<file path="src/rtl/tc_pkg.sv">
package tc_pkg;

  typedef enum logic [1:0] {
    MD_PRE13   = 2'd0,
    MD_FULL16  = 2'd1,
    MD_RELOAD8 = 2'd2,
    MD_SPLIT8  = 2'd3
  } tcMode_e;

  // Strobes from control to datapath
  typedef struct packed {
    logic    stepA;   // advance main / low split counter
    logic    stepB;   // advance high split counter
    tcMode_e mode;
  } tcStrobe_t;

  localparam logic [1:0] ADDR_LO  = 2'd0;
  localparam logic [1:0] ADDR_HI  = 2'd1;
  localparam logic [1:0] ADDR_CTL = 2'd2;

endpackage

</file>
<file path="src/rtl/tc_ctrl.sv">
module tc_ctrl
  import tc_pkg::*;
#(
  parameter int BYTE_W = 8,
  parameter int ADDR_W = 2
) (
  input  logic              clk,
  input  logic              rstN,
  input  logic              tick,
  input  logic              evtPin,
  input  logic              gatePin,
  input  logic              wrEn,
  input  logic [ADDR_W-1:0] wrAddr,
  input  logic [BYTE_W-1:0] wrData,
  input  logic              ackA,
  input  logic              ackB,
  input  logic              wrapA,
  input  logic              wrapB,
  output tcStrobe_t         strb,
  output logic [BYTE_W-1:0] ctlWord,
  output logic              ovfA,
  output logic              ovfB
);

  localparam int B_SEL  = 2;
  localparam int B_GATE = 3;
  localparam int B_RUNA = 4;
  localparam int B_RUNB = 5;
  localparam int B_CLRA = 6;
  localparam int B_CLRB = 7;

  logic [1:0] modeSel;
  logic       cntSel, gateEn, runA, runB;
  logic       evtSamp, flagA, flagB;
  logic       wrCtl, wrLo, wrHi, split;
  logic       evtFall, srcA, enA, holdA, clrA, clrB;

  assign wrCtl = wrEn && (wrAddr == ADDR_W'(ADDR_CTL));
  assign wrLo  = wrEn && (wrAddr == ADDR_W'(ADDR_LO));
  assign wrHi  = wrEn && (wrAddr == ADDR_W'(ADDR_HI));
  assign split = (modeSel == 2'(MD_SPLIT8));

  // Configuration register
  always_ff @(posedge clk) begin
    if (!rstN) begin
      modeSel <= '0;
      cntSel  <= 1'b0;
      gateEn  <= 1'b0;
      runA    <= 1'b0;
      runB    <= 1'b0;
    end else if (wrCtl) begin
      modeSel <= wrData[1:0];
      cntSel  <= wrData[B_SEL];
      gateEn  <= wrData[B_GATE];
      runA    <= wrData[B_RUNA];
      runB    <= wrData[B_RUNB];
    end
  end

  // Event pin sampled once per machine cycle
  always_ff @(posedge clk) begin
    if (!rstN)     evtSamp <= 1'b0;
    else if (tick) evtSamp <= evtPin;
  end

  assign evtFall = tick && evtSamp && !evtPin;
  assign srcA    = cntSel ? evtFall : tick;
  assign enA     = runA && (!gateEn || gatePin);
  assign holdA   = wrLo || (wrHi && !split);

  always_comb begin
    strb.stepA = srcA && enA && !holdA;
    strb.stepB = split && tick && runB && !wrHi;
    strb.mode  = tcMode_e'(modeSel);
  end

  // Overflow flags: a wrap wins over a clear
  assign clrA = ackA || (wrCtl && wrData[B_CLRA]);
  assign clrB = ackB || (wrCtl && wrData[B_CLRB]);

  always_ff @(posedge clk) begin
    if (!rstN) begin
      flagA <= 1'b0;
      flagB <= 1'b0;
    end else begin
      flagA <= wrapA || (flagA && !clrA);
      flagB <= wrapB || (flagB && !clrB);
    end
  end

  assign ovfA = flagA;
  assign ovfB = flagB;

  always_comb begin
    ctlWord = '0;
    ctlWord[7:0] = {flagB, flagA, runB, runA, gateEn, cntSel, modeSel};
  end

  AST_STEP_NEEDS_TICK: assert property (@(posedge clk) disable iff (!rstN)
    strb.stepA |-> tick);
  AST_EDGE_RATE: assert property (@(posedge clk) disable iff (!rstN)
    (cntSel && strb.stepA) |=> !(cntSel && strb.stepA));
  AST_GATE_BLOCKS: assert property (@(posedge clk) disable iff (!rstN)
    (gateEn && !gatePin) |-> !strb.stepA);
  AST_RUN_OFF_HOLDS: assert property (@(posedge clk) disable iff (!rstN)
    !runA |-> !strb.stepA);
  AST_SPLIT_ONLY_B: assert property (@(posedge clk) disable iff (!rstN)
    !split |-> !strb.stepB);
  AST_FLAG_STICKY: assert property (@(posedge clk) disable iff (!rstN)
    (flagA && !clrA) |=> flagA);
  AST_FLAG_CLEAR: assert property (@(posedge clk) disable iff (!rstN)
    (clrA && !wrapA) |=> !flagA);

endmodule

</file>
<file path="src/rtl/tc_dp.sv">
module tc_dp
  import tc_pkg::*;
#(
  parameter int BYTE_W = 8,
  parameter int PRE_W  = 5
) (
  input  logic              clk,
  input  logic              rstN,
  input  tcStrobe_t         strb,
  input  logic              wrLo,
  input  logic              wrHi,
  input  logic [BYTE_W-1:0] wrData,
  output logic [BYTE_W-1:0] loByte,
  output logic [BYTE_W-1:0] hiByte,
  output logic              wrapA,
  output logic              wrapB
);

  localparam logic [PRE_W-1:0]  PRE_MAX  = '1;
  localparam logic [BYTE_W-1:0] BYTE_MAX = '1;

  logic             preFull, loFull, hiFull;
  logic [PRE_W-1:0] preNext;

  assign preFull = (loByte[PRE_W-1:0] == PRE_MAX);
  assign loFull  = (loByte == BYTE_MAX);
  assign hiFull  = (hiByte == BYTE_MAX);
  assign preNext = loByte[PRE_W-1:0] + PRE_W'(1);

  // Low byte
  always_ff @(posedge clk) begin
    if (!rstN) begin
      loByte <= '0;
    end else if (wrLo) begin
      loByte <= wrData;
    end else if (strb.stepA) begin
      unique case (strb.mode)
        MD_PRE13:   loByte <= {loByte[BYTE_W-1:PRE_W], preNext};
        MD_RELOAD8: loByte <= loFull ? hiByte : loByte + BYTE_W'(1);
        default:    loByte <= loByte + BYTE_W'(1);
      endcase
    end
  end

  // High byte
  always_ff @(posedge clk) begin
    if (!rstN) begin
      hiByte <= '0;
    end else if (wrHi) begin
      hiByte <= wrData;
    end else if ((strb.stepA && strb.mode == MD_PRE13 && preFull) ||
                 (strb.stepA && strb.mode == MD_FULL16 && loFull) ||
                 strb.stepB) begin
      hiByte <= hiByte + BYTE_W'(1);
    end
  end

  always_comb begin
    unique case (strb.mode)
      MD_PRE13:  wrapA = strb.stepA && preFull && hiFull;
      MD_FULL16: wrapA = strb.stepA && loFull && hiFull;
      default:   wrapA = strb.stepA && loFull;
    endcase
    wrapB = strb.stepB && hiFull;
  end

  AST_IDLE_STABLE: assert property (@(posedge clk) disable iff (!rstN)
    (!strb.stepA && !strb.stepB && !wrLo && !wrHi)
      |=> ($stable(loByte) && $stable(hiByte)));
  AST_PRE_TOP_KEPT: assert property (@(posedge clk) disable iff (!rstN)
    (strb.stepA && strb.mode == MD_PRE13 && !wrLo)
      |=> $stable(loByte[BYTE_W-1:PRE_W]));
  AST_FULL_CARRY: assert property (@(posedge clk) disable iff (!rstN)
    (strb.stepA && strb.mode == MD_FULL16 && loFull && !wrHi)
      |=> (hiByte == BYTE_W'($past(hiByte) + 1'b1)));
  AST_RELOAD: assert property (@(posedge clk) disable iff (!rstN)
    (strb.stepA && strb.mode == MD_RELOAD8 && loFull && !wrLo)
      |=> (loByte == $past(hiByte)));

endmodule

</file>
<file path="src/rtl/tc_unit.sv">
module tc_unit
  import tc_pkg::*;
#(
  parameter int BYTE_W = 8,
  parameter int PRE_W  = 5,
  parameter int ADDR_W = 2
) (
  input  logic              clk,
  input  logic              rstN,
  input  logic              tick,
  input  logic              evtPin,
  input  logic              gatePin,
  input  logic              wrEn,
  input  logic [ADDR_W-1:0] wrAddr,
  input  logic [BYTE_W-1:0] wrData,
  input  logic [ADDR_W-1:0] rdAddr,
  output logic [BYTE_W-1:0] rdData,
  input  logic              ackA,
  input  logic              ackB,
  output logic              ovfA,
  output logic              ovfB
);

  tcStrobe_t         strb;
  logic [BYTE_W-1:0] loByte, hiByte, ctlWord;
  logic              wrapA, wrapB, wrLo, wrHi;

  assign wrLo = wrEn && (wrAddr == ADDR_W'(ADDR_LO));
  assign wrHi = wrEn && (wrAddr == ADDR_W'(ADDR_HI));

  tc_ctrl #(.BYTE_W(BYTE_W), .ADDR_W(ADDR_W)) uCtrl (
    .clk(clk), .rstN(rstN), .tick(tick), .evtPin(evtPin), .gatePin(gatePin),
    .wrEn(wrEn), .wrAddr(wrAddr), .wrData(wrData), .ackA(ackA), .ackB(ackB),
    .wrapA(wrapA), .wrapB(wrapB), .strb(strb), .ctlWord(ctlWord),
    .ovfA(ovfA), .ovfB(ovfB)
  );

  tc_dp #(.BYTE_W(BYTE_W), .PRE_W(PRE_W)) uDp (
    .clk(clk), .rstN(rstN), .strb(strb), .wrLo(wrLo), .wrHi(wrHi),
    .wrData(wrData), .loByte(loByte), .hiByte(hiByte),
    .wrapA(wrapA), .wrapB(wrapB)
  );

  always_comb begin
    if (rdAddr == ADDR_W'(ADDR_LO))       rdData = loByte;
    else if (rdAddr == ADDR_W'(ADDR_HI))  rdData = hiByte;
    else if (rdAddr == ADDR_W'(ADDR_CTL)) rdData = ctlWord;
    else                                  rdData = '0;
  end

endmodule

</file>
<file path="config.mk">
export PLATFORM = sky130hd
export DESIGN_NAME = tc_unit
export DESIGN_NICKNAME = d
export VERILOG_FILES = /design/src/rtl/tc_pkg.sv /design/src/rtl/tc_ctrl.sv /design/src/rtl/tc_dp.sv /design/src/rtl/tc_unit.sv
export SDC_FILE = /design/constraint.sdc
export NUM_CORES = 1
export LEC_CHECK = 0
export BUFFER_PORTS_ARGS = -buffer_cell sky130_fd_sc_hd__buf_2
export CAP_MARGIN = 0
export CORE_MARGIN = 4
export CORE_UTILIZATION = 45
export DETAILED_ROUTE_END_ITERATION = 10
export PLACE_DENSITY = 0.71
export SLEW_MARGIN = 20
export SYNTH_ARGS = -nofsm -noshare
export SYNTH_HDL_FRONTEND = slang
export SYNTH_SLANG_ARGS = --single-unit
</file>
<file path="constraint.sdc">
create_clock -name clk -period 2.05 [get_ports clk]
set_input_delay 0.3075 -clock clk [delete_from_list [all_inputs] [get_ports clk]]
set_output_delay 0.3075 -clock clk [all_outputs]
set_load 0.005 [all_outputs]
</file>
==> results_dict.tcl <==
set metrics [dict create \
    outcome "finished, final reports clean" \
    netlist_area_sq_um 1700 \
    p_per_area_nw_per_um2 479 \
    synth_seq_area_share_pct 29.4 \
    yosys-top-cells-count "nand2_1, a21oi_1, dfxtp_1, nand3_1, mux2i_1" \
    end_kind "flip-flop" \
    gp_congestion 0.904 \
    hold_ws_ps 280 \
    cts_tree "done" \
    netlist.top_cell.by_area "dfxtp_1" \
    synth_edf_count 0 \
    synth_nets 251 \
    crit_fanout 6 \
    die_h_um 69.5 \
    yosysMostFrequentCell "nand2_1" \
    post_route_cells_drive_above_1_share_pct 21.1 \
    cts_root_buffer "clkbuf_8" \
    cp-start-kind "flip-flop" \
    wl_per_cell_um 15.6 \
    synth-seq-cells 25 \
    routed_wirelength_mm 4.90 \
    crit_path_max_incr_delay_ps 380 \
    overflow 0 \
    min_path_type "input pin to flip-flop" \
    cellLeakagePower_uw 0.000774 \
    period_needed_ps 1920 \
    ant_nets 0 \
    antenna_cells 0 \
    grt_most_used_layer "met2" \
    drc 0 \
    synthCells 228 \
    final-max-slew-violation-count 0 \
    dieWidth_um 69.5 \
    drt_iter0_drc 192 \
    ir_drop_mv 0.181 \
    cp_num_buf_inv 2 \
    use_met1_pct 28.7 \
    tightestPinTransition_ps 471 \
    cpMaxStageDelayCell "dfxtp_2" \
    area_growth_pct 19.6 \
    placedInstanceArea_sq_um 1970 \
    syn_area_per_cell_sq_um 7.46 \
    grt_pass1_wl_mm 7.98 \
    fillers 356 \
    htree_levels 1 \
    power_uw 975 \
    cts_sinks 25 \
    fin_setup_tns_ps 0 \
    ys.flop_type "dfxtp_1" \
    die_area_sq_um 4830 \
    use_met2_pct 30.8 \
    arrival_ps 2110 \
    design_area_sq_um 2030 \
    clk_pin_slew_ps 100 \
    cts-buffers-inserted 3 \
    yosysTopAreaCellShare_pct 29.4 \
    start_util_pct 46.5 \
    fp-row-count 22 \
    clock_latency_ps 280 \
    cp.required_ps 2240 \
    grt_usage_pct 19.8 \
    core_sq_um 3660 \
    vias_per_cell 5.80 \
    skew_ps 1.74 \
    synthArstFlopShare_pct 0 \
    setup_viol 0 \
    max_cap_violations 0 \
    grt_pass1_vias 1608 \
    grt_antenna_before_repair 0 \
    path_class "flip-flop to flip-flop" \
    cts_setup_buffers 0 \
    met3_usage_pct 3.62 \
    crit_family "compound AO/OA/AOI/OAI gates" \
    drtPass1Iterations 4 \
    hold_viol_final 0 \
    crit_chain "ha_1 > nand3_4 > inv_1 > ha_1 > nand2b_1 > o31ai_2 > a31oi_1 > clkdlybuf4s15_2 > o32ai_1" \
    max_slew_margin_pct 68.6 \
    netlist_top_cells_area "dfxtp_1, nand2_1, a21oi_1" \
    fin_nets 290 \
    clock_path_buffers 2 \
    synth_cell_type_count 46 \
    max_freq_mhz 521 \
    grt_max_degree 21 \
    cp_common_cell "ha_1" \
    fin_crit_sh_pct 93.7 \
    vias 1821 \
    io_buffers 29 \
    ys.warnings.count 0 \
    boundaryPins 30 \
    hpwl_mm 3.71 \
]
==> layout by cell type (no fill, tap or decap), drive strengths merged, types with 2 or more instances in the layout <==
cell type,count
a211o,2
a21o,2
a21oi,25
a22oi,6
a31oi,3
and2,3
and3,2
buf,43
clkbuf,4
dfxtp,25
ha,3
inv,10
mux2i,12
nand2,43
nand2b,2
nand3,14
nand3b,4
nand4,5
nor2,9
nor2b,2
nor3,2
nor4,2
o21ai,13
o31ai,6
o32ai,3
or2,6
or4,2
xnor2,2
==> where the power goes <==
group	internal, uW	switching, uW
logic	60.3	88.2
clock network	140	175
registers	498	13.3
==> cell families (layout without fill, tap and decap cells) <==
| kind of cell | after synthesis | count (layout) | share of synthesized area [%] |
|---|---|---|---|
| compound gates | 65 | 65 | 24.8 |
| xor+xnor | 3 | 3 | 1.54 |
| fa+ha+maj | 4 | 4 | 2.79 |
| buf+inv | 20 | 58 | 4.71 |
| flops | 25 | 25 | 29.4 |
| mux | 12 | 12 | 7.06 |
| simple gates | 99 | 99 | 29.7 |
==> layout make-up <==
class	count	area (sq um)	area share, %
multi-input cells	183	1130	55.5
flip-flops and latches	25	502	24.7
repair buffers	44	262	12.9
well taps	48	60.1	2.95
clock buffers	4	45.0	2.21
inverters	10	37.5	1.85
==> registers in the layout (all words and copies together), names as in the netlist <==
register       cells
uCtrl.cntSel       1
uDp.loByte         8
uCtrl.runB         1
uCtrl.runA         1
uDp.hiByte         8
uCtrl.ovfA         1
uCtrl.gateEn       1
uCtrl.modeSel      2
uCtrl.ovfB         1
uCtrl.evtSamp      1
==> metal layers <==
layer | wire length, um | part of all wire (%) | vias up
met5 | 0 | 0 | -
met4 | 29 | 0.59 | 0
met3 | 328 | 6.7 | 5
met2 | 2260 | 46 | 62
met1 | 2280 | 46 | 852
li1 | - | - | 902
==> what timing repair did <==
action / CTS / global route
setup endpoints to repair: 0 / 6
gates resized for setup: 0 / 3
hold buffers: 0 / 0
==> worst min-delay path: cells and delay by family <==
family        cells  cell delay (ps)
simple gates      1               70
buf+inv           1               80
mux               1               60
==> metrics by stage <==
stage	setup slack (ps)	utilization, %	std cells
floorplan	245	-	228
global placement	186	53.8	309
detailed placement	120	53.8	309
CTS	81.0	55.0	313
global route	-0.410	55.6	314
finish	130	55.6	314
==> path summary, 6_finish.rpt <==
check | startpoint | to | slack [ps] | cells past startpoint
setup / recovery | uDp.loByte[1] | uDp.hiByte[6] | 130 | 9
hold / removal | evtPin | uCtrl.evtSamp | 280 | 3
hold reg to reg | uCtrl.runA | uCtrl.runA | 480 | 2
setup reg to reg | uDp.loByte[1] | uDp.hiByte[6] | 130 | 9
No activity file was read; power rests on OpenSTA's default activity.
